===== src/rtl/sram_ctrl_pkg.sv =====
`timescale 1ns/1ps
package sram_ctrl_pkg;

  typedef enum logic [2:0] {
    ST_PWRUP,
    ST_IDLE,
    ST_RD,
    ST_WR_HZ,
    ST_WR_DRV,
    ST_WR_END,
    ST_SLEEP,
    ST_RCV
  } state_e;

  // round a nanosecond limit up to whole clock cycles, never below one
  function automatic int unsigned ns2cyc(int unsigned ns, int unsigned clk_ps);
    int unsigned c;
    c = (ns * 1000 + clk_ps - 1) / clk_ps;
    return (c == 0) ? 1 : c;
  endfunction

  function automatic int unsigned maxu(int unsigned a, int unsigned b);
    return (a > b) ? a : b;
  endfunction

endpackage


===== src/rtl/sram_phase_timer.sv =====
`timescale 1ns/1ps
module sram_phase_timer #(
  parameter int unsigned CNT_W   = 16,
  parameter int unsigned RST_VAL = 0
) (
  input  logic             clk_i,
  input  logic             rst_ni,
  input  logic             load_i,
  input  logic [CNT_W-1:0] load_val_i,
  output logic             zero_o
);

  logic [CNT_W-1:0] cnt_q;

  always_ff @(posedge clk_i or negedge rst_ni) begin
    if (!rst_ni)           cnt_q <= CNT_W'(RST_VAL);
    else if (load_i)       cnt_q <= load_val_i;
    else if (cnt_q != '0)  cnt_q <= cnt_q - 1'b1;
  end

  assign zero_o = (cnt_q == '0);

endmodule


===== src/rtl/sram_cycle_fsm.sv =====
`timescale 1ns/1ps
module sram_cycle_fsm import sram_ctrl_pkg::*; #(
  parameter int unsigned CNT_W   = 16,
  parameter int unsigned PWR_CYC = 1,
  parameter int unsigned RD_CYC  = 1,
  parameter int unsigned HZ_CYC  = 1,
  parameter int unsigned WP_CYC  = 2,
  parameter int unsigned RC_CYC  = 1
) (
  input  logic   clk_i,
  input  logic   rst_ni,
  input  logic   standby_i,
  input  logic   req_valid_i,
  input  logic   req_write_i,
  output logic   req_ready_o,
  output logic   take_o,
  output logic   rd_done_o,
  output state_e state_d_o
);

  localparam logic [CNT_W-1:0] LD_RD  = CNT_W'(RD_CYC - 1);
  localparam logic [CNT_W-1:0] LD_HZ  = CNT_W'(HZ_CYC - 1);
  localparam logic [CNT_W-1:0] LD_DRV = CNT_W'(WP_CYC - HZ_CYC - 1);
  localparam logic [CNT_W-1:0] LD_RC  = CNT_W'(RC_CYC - 1);

  state_e           state_q, state_d;
  logic             load;
  logic [CNT_W-1:0] load_val;
  logic             zero;

  sram_phase_timer #(
    .CNT_W  (CNT_W),
    .RST_VAL(PWR_CYC - 1)
  ) i_timer (
    .clk_i     (clk_i),
    .rst_ni    (rst_ni),
    .load_i    (load),
    .load_val_i(load_val),
    .zero_o    (zero)
  );

  assign req_ready_o = (state_q == ST_IDLE) && !standby_i;
  assign take_o      = req_ready_o && req_valid_i;

  always_comb begin
    state_d   = state_q;
    load      = 1'b0;
    load_val  = '0;
    rd_done_o = 1'b0;
    unique case (state_q)
      ST_PWRUP:  if (zero) state_d = ST_IDLE;
      ST_IDLE: begin
        if (standby_i) begin
          state_d = ST_SLEEP;
        end else if (take_o) begin
          load = 1'b1;
          if (req_write_i) begin
            state_d  = ST_WR_HZ;
            load_val = LD_HZ;
          end else begin
            state_d  = ST_RD;
            load_val = LD_RD;
          end
        end
      end
      ST_RD: begin
        if (zero) begin
          rd_done_o = 1'b1;
          state_d   = ST_IDLE;
        end
      end
      // write enable low, bus still left to the RAM
      ST_WR_HZ: begin
        if (zero) begin
          state_d  = ST_WR_DRV;
          load     = 1'b1;
          load_val = LD_DRV;
        end
      end
      ST_WR_DRV: if (zero) state_d = ST_WR_END;
      ST_WR_END: state_d = ST_IDLE;
      ST_SLEEP: begin
        if (!standby_i) begin
          state_d  = ST_RCV;
          load     = 1'b1;
          load_val = LD_RC;
        end
      end
      ST_RCV:  if (zero) state_d = ST_IDLE;
      default: state_d = ST_IDLE;
    endcase
  end

  always_ff @(posedge clk_i or negedge rst_ni) begin
    if (!rst_ni) state_q <= ST_PWRUP;
    else         state_q <= state_d;
  end

  assign state_d_o = state_d;

endmodule


===== src/rtl/sram_pin_regs.sv =====
`timescale 1ns/1ps
module sram_pin_regs import sram_ctrl_pkg::*; #(
  parameter int unsigned ADDR_W = 21,
  parameter int unsigned DATA_W = 8
) (
  input  logic              clk_i,
  input  logic              rst_ni,
  input  state_e            state_d_i,
  input  logic              take_i,
  input  logic              rd_done_i,
  input  logic [ADDR_W-1:0] req_addr_i,
  input  logic [DATA_W-1:0] req_wdata_i,
  input  logic [DATA_W-1:0] ram_dq_i,
  output logic [ADDR_W-1:0] ram_addr_o,
  output logic              ram_ce_n_o,
  output logic              ram_ce_o,
  output logic              ram_oe_n_o,
  output logic              ram_we_n_o,
  output logic [DATA_W-1:0] ram_dq_o,
  output logic              ram_dq_oe_o,
  output logic              rd_valid_o,
  output logic [DATA_W-1:0] rd_data_o
);

  logic sel_d;
  assign sel_d = state_d_i inside {ST_RD, ST_WR_HZ, ST_WR_DRV, ST_WR_END};

  always_ff @(posedge clk_i or negedge rst_ni) begin
    if (!rst_ni) begin
      ram_ce_n_o  <= 1'b1;
      ram_ce_o    <= 1'b0;
      ram_oe_n_o  <= 1'b1;
      ram_we_n_o  <= 1'b1;
      ram_dq_oe_o <= 1'b0;
    end else begin
      ram_ce_n_o  <= !sel_d;
      ram_ce_o    <= sel_d;
      ram_oe_n_o  <= !(state_d_i == ST_RD);
      ram_we_n_o  <= !(state_d_i inside {ST_WR_HZ, ST_WR_DRV});
      ram_dq_oe_o <= state_d_i inside {ST_WR_DRV, ST_WR_END};
    end
  end

  always_ff @(posedge clk_i or negedge rst_ni) begin
    if (!rst_ni) begin
      ram_addr_o <= '0;
      ram_dq_o   <= '0;
    end else if (take_i) begin
      ram_addr_o <= req_addr_i;
      ram_dq_o   <= req_wdata_i;
    end
  end

  always_ff @(posedge clk_i or negedge rst_ni) begin
    if (!rst_ni) begin
      rd_valid_o <= 1'b0;
      rd_data_o  <= '0;
    end else begin
      rd_valid_o <= rd_done_i;
      if (rd_done_i) rd_data_o <= ram_dq_i;
    end
  end

endmodule


===== src/rtl/sram_cycle_ctrl.sv =====
`timescale 1ns/1ps
module sram_cycle_ctrl import sram_ctrl_pkg::*; #(
  parameter int unsigned ADDR_W     = 21,
  parameter int unsigned DATA_W     = 8,
  parameter int unsigned CLK_PS     = 4000,
  parameter bit          SPEED_FAST = 1'b1,
  parameter int unsigned POWERUP_NS = 200000
) (
  input  logic              clk_i,
  input  logic              rst_ni,
  input  logic              standby_i,
  input  logic              req_valid_i,
  output logic              req_ready_o,
  input  logic              req_write_i,
  input  logic [ADDR_W-1:0] req_addr_i,
  input  logic [DATA_W-1:0] req_wdata_i,
  output logic              rd_valid_o,
  output logic [DATA_W-1:0] rd_data_o,
  output logic [ADDR_W-1:0] ram_addr_o,
  output logic              ram_ce_n_o,
  output logic              ram_ce_o,
  output logic              ram_oe_n_o,
  output logic              ram_we_n_o,
  output logic [DATA_W-1:0] ram_dq_o,
  output logic              ram_dq_oe_o,
  input  logic [DATA_W-1:0] ram_dq_i
);

  localparam int unsigned T_RC_NS  = SPEED_FAST ? 45 : 55;
  localparam int unsigned T_AA_NS  = SPEED_FAST ? 45 : 55;
  localparam int unsigned T_DOE_NS = SPEED_FAST ? 22 : 25;
  localparam int unsigned T_WP_NS  = SPEED_FAST ? 35 : 40;
  localparam int unsigned T_WC_NS  = SPEED_FAST ? 45 : 55;
  localparam int unsigned T_SD_NS  = 28;
  localparam int unsigned T_HZ_NS  = 18;

  localparam int unsigned RC_CYC  = ns2cyc(T_RC_NS, CLK_PS);
  localparam int unsigned RD_CYC  = maxu(maxu(RC_CYC, ns2cyc(T_AA_NS, CLK_PS)),
                                         ns2cyc(T_DOE_NS, CLK_PS));
  localparam int unsigned HZ_CYC  = ns2cyc(T_HZ_NS, CLK_PS);
  localparam int unsigned WP_CYC  = maxu(maxu(ns2cyc(T_WP_NS, CLK_PS),
                                              HZ_CYC + ns2cyc(T_SD_NS, CLK_PS)),
                                         ns2cyc(T_WC_NS, CLK_PS) - 1);
  localparam int unsigned PWR_CYC = ns2cyc(POWERUP_NS, CLK_PS);
  localparam int unsigned CNT_W   = $clog2(maxu(maxu(PWR_CYC, RD_CYC),
                                                maxu(WP_CYC, RC_CYC)) + 1);

  state_e state_d;
  logic   take;
  logic   rd_done;

  sram_cycle_fsm #(
    .CNT_W  (CNT_W),
    .PWR_CYC(PWR_CYC),
    .RD_CYC (RD_CYC),
    .HZ_CYC (HZ_CYC),
    .WP_CYC (WP_CYC),
    .RC_CYC (RC_CYC)
  ) i_fsm (
    .clk_i      (clk_i),
    .rst_ni     (rst_ni),
    .standby_i  (standby_i),
    .req_valid_i(req_valid_i),
    .req_write_i(req_write_i),
    .req_ready_o(req_ready_o),
    .take_o     (take),
    .rd_done_o  (rd_done),
    .state_d_o  (state_d)
  );

  sram_pin_regs #(
    .ADDR_W(ADDR_W),
    .DATA_W(DATA_W)
  ) i_pins (
    .clk_i      (clk_i),
    .rst_ni     (rst_ni),
    .state_d_i  (state_d),
    .take_i     (take),
    .rd_done_i  (rd_done),
    .req_addr_i (req_addr_i),
    .req_wdata_i(req_wdata_i),
    .ram_dq_i   (ram_dq_i),
    .ram_addr_o (ram_addr_o),
    .ram_ce_n_o (ram_ce_n_o),
    .ram_ce_o   (ram_ce_o),
    .ram_oe_n_o (ram_oe_n_o),
    .ram_we_n_o (ram_we_n_o),
    .ram_dq_o   (ram_dq_o),
    .ram_dq_oe_o(ram_dq_oe_o),
    .rd_valid_o (rd_valid_o),
    .rd_data_o  (rd_data_o)
  );

endmodule


===== config.mk =====
export PLATFORM = sky130hd
export DESIGN_NAME = sram_cycle_ctrl
export DESIGN_NICKNAME = d
export VERILOG_FILES = /design/src/rtl/sram_ctrl_pkg.sv /design/src/rtl/sram_phase_timer.sv /design/src/rtl/sram_cycle_fsm.sv /design/src/rtl/sram_pin_regs.sv /design/src/rtl/sram_cycle_ctrl.sv
export SDC_FILE = /design/constraint.sdc
export NUM_CORES = 1
export LEC_CHECK = 0
export CAP_MARGIN = 40
export CORE_MARGIN = 3
export CORE_UTILIZATION = 42
export DETAILED_ROUTE_END_ITERATION = 10
export GPL_TIMING_DRIVEN = 1
export PLACE_DENSITY_LB_ADDON = 0.05
export SLEW_MARGIN = 10
export SYNTH_ARGS = -nofsm -noshare
export SYNTH_HDL_FRONTEND = slang
export SYNTH_SLANG_ARGS = --single-unit

===== constraint.sdc =====
create_clock -name clk_i -period 2.3 [get_ports clk_i]
set_clock_uncertainty 0.05 [all_clocks]
set_input_delay 0.23 -clock clk_i [delete_from_list [all_inputs] [get_ports clk_i]]
set_output_delay 0.23 -clock clk_i [all_outputs]
set_load 0.03 [all_outputs]

### Word level (Yosys, flattened, before mapping)

Cells that the tools add are included.

* flip-flop bits (word level): 62
* output and inout bits: 44

* mux-type cells: 22
* reduce and logical (&&, ||, !) cells: 14
* add/subtract/negate cells: 1
* equal/unequal tests: 11

Operators by type and width (count)
* $mux 16: 4
* $pmux 16 s3: 1
* $mux 3: 7
* $eq 3x3->1 const B: 6
* $pmux 3 s6: 1
* $logic_not 16->1: 1
* $reduce_bool 16->1: 1
* $sub 16x1->16 const B: 1
* $eq 3x2->1 const B: 4
* $mux 4: 2
* $mux 1: 6
* $reduce_bool 2->1: 3
* $logic_not 1->1: 4
* $reduce_bool 4->1: 1
* $eq 3x1->1 const B: 1
* $logic_not 3->1: 1
* $pmux 1 s3: 1
* $reduce_or 3->1: 1
* $logic_and 1x1->1: 2

### Longest topological paths before layout

* word-level depth: 9
* mapped depth: 8
* gate-level depth less buffers: 7

### Cells and area by module

From an unflattened synthesis, not the netlist that was laid out.

* cell total of the unflattened synthesis: 234
* area total of the unflattened synthesis: 2949.1 sq um

Modules (own cells, without submodules)
* sram_pin_regs: seq. area each 1079.8 sq um, area an instance 1611.5 sq um, instances 1, cells each 91
* sram_phase_timer: seq. area each 411.6 sq um, area an instance 1017.2 sq um, instances 1, cells each 104
* sram_cycle_fsm: seq. area each 75.1 sq um, area an instance 320.3 sq um, instances 1, cells each 39

### Least setup slack after synthesis

Ideal clock, no wire load.

* path kind: reg2reg
* from: register i_fsm.state_q[2]
* to: register i_pins.ram_addr_o[18]
* library setup time: 125 ps
* stages on the path, launching flop included: 7
* buffers on the path: 3
* path slack: -79 ps
* data required time: 2125 ps
* arrival time: 2204 ps
* cell sequence: dfrtp_1 clkbuf_1 nor3_1 nand2_1 buf_2 buf_1 mux2_2

* longest elaborated chain between the ends: 3

Ends and longest elaborated chain
* start, declared: line sram_cycle_fsm.sv:26 `state_e state_q, state_d;`
* start signal, assigned: line sram_cycle_fsm.sv:96 `else state_q <= state_d;`
* $eq 3x1->1: line sram_cycle_fsm.sv:42 `assign req_ready_o = (state_q == ST_IDLE) && !standby_i;`
* $logic_and 1x1->1: line sram_cycle_fsm.sv:42
* via req_ready_o: line sram_cycle_ctrl.sv:13 `output logic req_ready_o,`
* $logic_and 1x1->1: line sram_cycle_fsm.sv:43 `assign take_o = req_ready_o && req_valid_i;`
* end signal, assigned: line sram_pin_regs.sv:49 `ram_addr_o <= req_addr_i;`
* end, declared: line sram_pin_regs.sv:14 `output logic [ADDR_W-1:0] ram_addr_o,`

The timed path passes the listed nets, and every way through them passes these cells.
A chain may end at the register's enable or synchronous reset.

### Worst setup path in the final report

* from: register i_fsm.i_timer.cnt_q[1]
* to: register i_pins.rd_data_o[1]

* longest elaborated chain between the ends: 3

Ends and longest elaborated chain
* start, declared: line sram_phase_timer.sv:13 `logic [CNT_W-1:0] cnt_q;`
* start signal, assigned: line sram_phase_timer.sv:16 `if (!rst_ni) cnt_q <= CNT_W'(RST_VAL);`
* start signal, assigned: line sram_phase_timer.sv:17 `else if (load_i) cnt_q <= load_val_i;`
* start signal, assigned: line sram_phase_timer.sv:18 `else if (cnt_q != '0) cnt_q <= cnt_q - 1'b1;`
* $logic_not 16->1: line sram_phase_timer.sv:21 `assign zero_o = (cnt_q == '0);`
* $mux 1: line sram_cycle_fsm.sv:67 `if (zero) begin`
* $mux 1: line sram_cycle_fsm.sv:50 `unique case (state_q)`
* end signal, assigned: line sram_pin_regs.sv:60 `if (rd_done_i) rd_data_o <= ram_dq_i;`
* end, declared: line sram_pin_regs.sv:22 `output logic [DATA_W-1:0] rd_data_o`

Every way passes these cells.

==> run metrics <==
status=completed; initial DRC count=86; Worst setup SP type=register; port bufs=85; synth top area cells=dfrtp_1, mux2_2, dfstp_2; non-filler cells, final=417; post-synthesis cell type count=49; predominant post-synthesis flop cell=dfrtp_1; top cells by count, synth=dfrtp_1, mux2_2, nor2_1, nand2_1, dfstp_2; gpl congestion=0.814; Worst slew margin=67.8%; asr flop ratio synth=100%; Post-DP Area=3870 um2; EDFF count, synth=0; root buffer cell=clkbuf_8; end-of-flow core utilization=64.9%; peak supply drop=0.00100 V; Initial DRT Pass Iterations=4; Final setup viols=0; Seq/Total Area, Yosys=56.1%; kind of critical path=register to register; Net Count, Synth=267; # rows=29; Clock Pin Slew Worst Setup and Hold Paths=0.07 ns; Crit. End Element=register; Clock Latency Late Sink=0.33 ns; count leader, synth=dfrtp_1; hold_ws=0.380 ns; Die Y=87.5 um; initial antenna violation count=0; crit path max fanout=8; number of diodes=0; CTS tree=done; Boundary Pins=86; GRT overflow=0; # clock sinks=62; TNS Setup=0 ns; Horiz. Die Dim=87.5 um; Worst EP required=2.47 ns; first-pass GRT wire length=9.89 mm; cell type with the largest total area after synthesis=dfrtp_1; PwrDens=1330 nW/um2; CTS Buf Count=9; Placed Cells=399; vias in the first global route=2,036; synthesis-to-layout area growth=48.5%; Final Slew Violations=0; PnR Total Power=5.53 mW; Worst Path Arrival=2.42 ns; vias per cell=5.12; Clock Path Buffers=2; Place WS=-0.00231 ns; initial core utilization=43.7%; DR WL/cell=14.9 um; share of cells above drive strength 1=30.9%; Synth top area share=44.8%; syn_area_per_cell=12.5 um2; largest net degree at the start of global routing=63; Final period util=97.7%; synthesized instance count=224; Post-Syn Area=2790 um2; # H-tree levels=3; Leakage=1.82 nW; Routed Antenna Nets=0; # DRC=0; setup slack after layout=0.0523 ns; Die ar.=7660 um2; Max Freq=445 MHz; Hold Violations, Final=0; hpwl dp=4.37 mm; layout net count=378; #FFs+latches synth=62; worst-margin pin slew=0.470 ns; HP Class=input port to asynchronous set/reset pin; Final Cell Area=4150 um2; via count=2,137; DRT Wirelength=6.19 mm; core outline area=6390 um2; GRT Total Usage=16.8%; YS warnings=0; max_cap viols=0; minimum clock period after layout=2.25 ns
[cell families (layout without fill, tap and decap cells)]
kind of cell,count (synthesis),after routing,share of synthesized area [%]
mux,38,38,16.4
simple gates,65,65,13.0
flops,62,62,56.1
buf+inv,14,130,2.33
fa+ha+maj,1,1,0.448
compound gates,36,36,9.27
xor+xnor,8,8,2.51
[routing by layer]
layer / GRT usage (%) / up-vias / share of wire, %
met4: 7.11 / 0 / 1.4
met5: 0 / - / 0
met1: 23.2 / 1037 / 45
li1: - / 1029 / -
met3: 3.76 / 9 / 5.8
met2: 25.5 / 62 / 47
[power by group]
part | internal (mW) | leakage (nW) | switching, mW | total, mW
combinational | 1.27 | 0.960 | 1.38 | 2.65
sequential | 1.58 | 0.754 | 0.260 | 1.84
clock | 0.637 | 0.110 | 0.404 | 1.04
total | 3.48 | 1.82 | 2.05 | 5.53
[area by class of cell]
type	count	area, um2
fillers	519	2240
clock inverters	4	70.1
well taps	77	96.3
repair buffers	109	1050
multi-input cells	148	1200
clock buffers	12	145
flip-flops and latches	62	1570
inverters	5	18.8
[what timing repair did]
item                                    in CTS  in global routing
buffers inserted                             0                  1
hold buffers                                 1                  0
hold endpoints to repair                    50                  0
endpoints found under the setup margin       8                 18
pin swaps                                    0                  2
gates resized for setup                      1                 11
[state kept, by name, summed over array words and instances (netlist names)]
register and count:
i_fsm.i_timer.cnt_q 16, i_fsm.state_q 3, i_pins.ram_addr_o 21, i_pins.ram_ce_n_o 1, i_pins.ram_ce_o 1, i_pins.ram_dq_o 8, i_pins.ram_dq_oe_o 1, i_pins.ram_oe_n_o 1
i_pins.ram_we_n_o 1, i_pins.rd_data_o 8, i_pins.rd_valid_o 1
[worst paths after layout]
kind | from | end | slack [ns] | cells after the start
setup / recovery | i_fsm.i_timer.cnt_q[1]$_DFFE_PN1P_ | i_pins.rd_data_o[1]$_DFFE_PN0P_ | 0.05 | 8
hold / removal | rst_ni | i_pins.rd_data_o[2]$_DFFE_PN0P_ | 0.38 | 3
setup reg to reg | i_fsm.i_timer.cnt_q[1]$_DFFE_PN1P_ | i_pins.rd_data_o[1]$_DFFE_PN0P_ | 0.05 | 8
hold reg to reg | i_pins.ram_addr_o[18]$_DFFE_PN0N_ | i_pins.ram_addr_o[18]$_DFFE_PN0N_ | 0.45 | 1
max in group asynchronous | rst_ni | i_fsm.i_timer.cnt_q[9]$_DFFE_PN1P_ | 1.50 | 3
min in group clk_i | i_pins.ram_addr_o[18]$_DFFE_PN0N_ | i_pins.ram_addr_o[18]$_DFFE_PN0N_ | 0.45 | 1
[cells in the final DEF (no fill, tap or decap), types with 3 or more instances in the layout]
| master | n |
|---|---|
| buf_4 | 21 |
| mux2_2 | 29 |
| o21ai_0 | 9 |
| nor2_1 | 18 |
| or4_1 | 3 |
| a21o_1 | 3 |
| a21oi_1 | 7 |
| nand3_1 | 3 |
| mux2_4 | 8 |
| clkdlybuf4s50_1 | 84 |
| dfrtp_1 | 50 |
| xor2_1 | 5 |
| o211ai_1 | 4 |
| inv_1 | 3 |
| nor3_1 | 4 |
| xnor2_1 | 3 |
| dfstp_2 | 12 |
| clkbuf_8 | 10 |
| nand2_1 | 16 |
[critical path, cell delays in order (launching register included)]
cell and delay, ns:
dfstp_2 0.39, inv_2 0.08, ha_4 0.13, or3b_4 0.41, nor2_4 0.14, nand2_2 0.07, or4_4 0.42, buf_8 0.16
mux2_4 0.29
No activity file was read; power rests on OpenSTA's default activity.
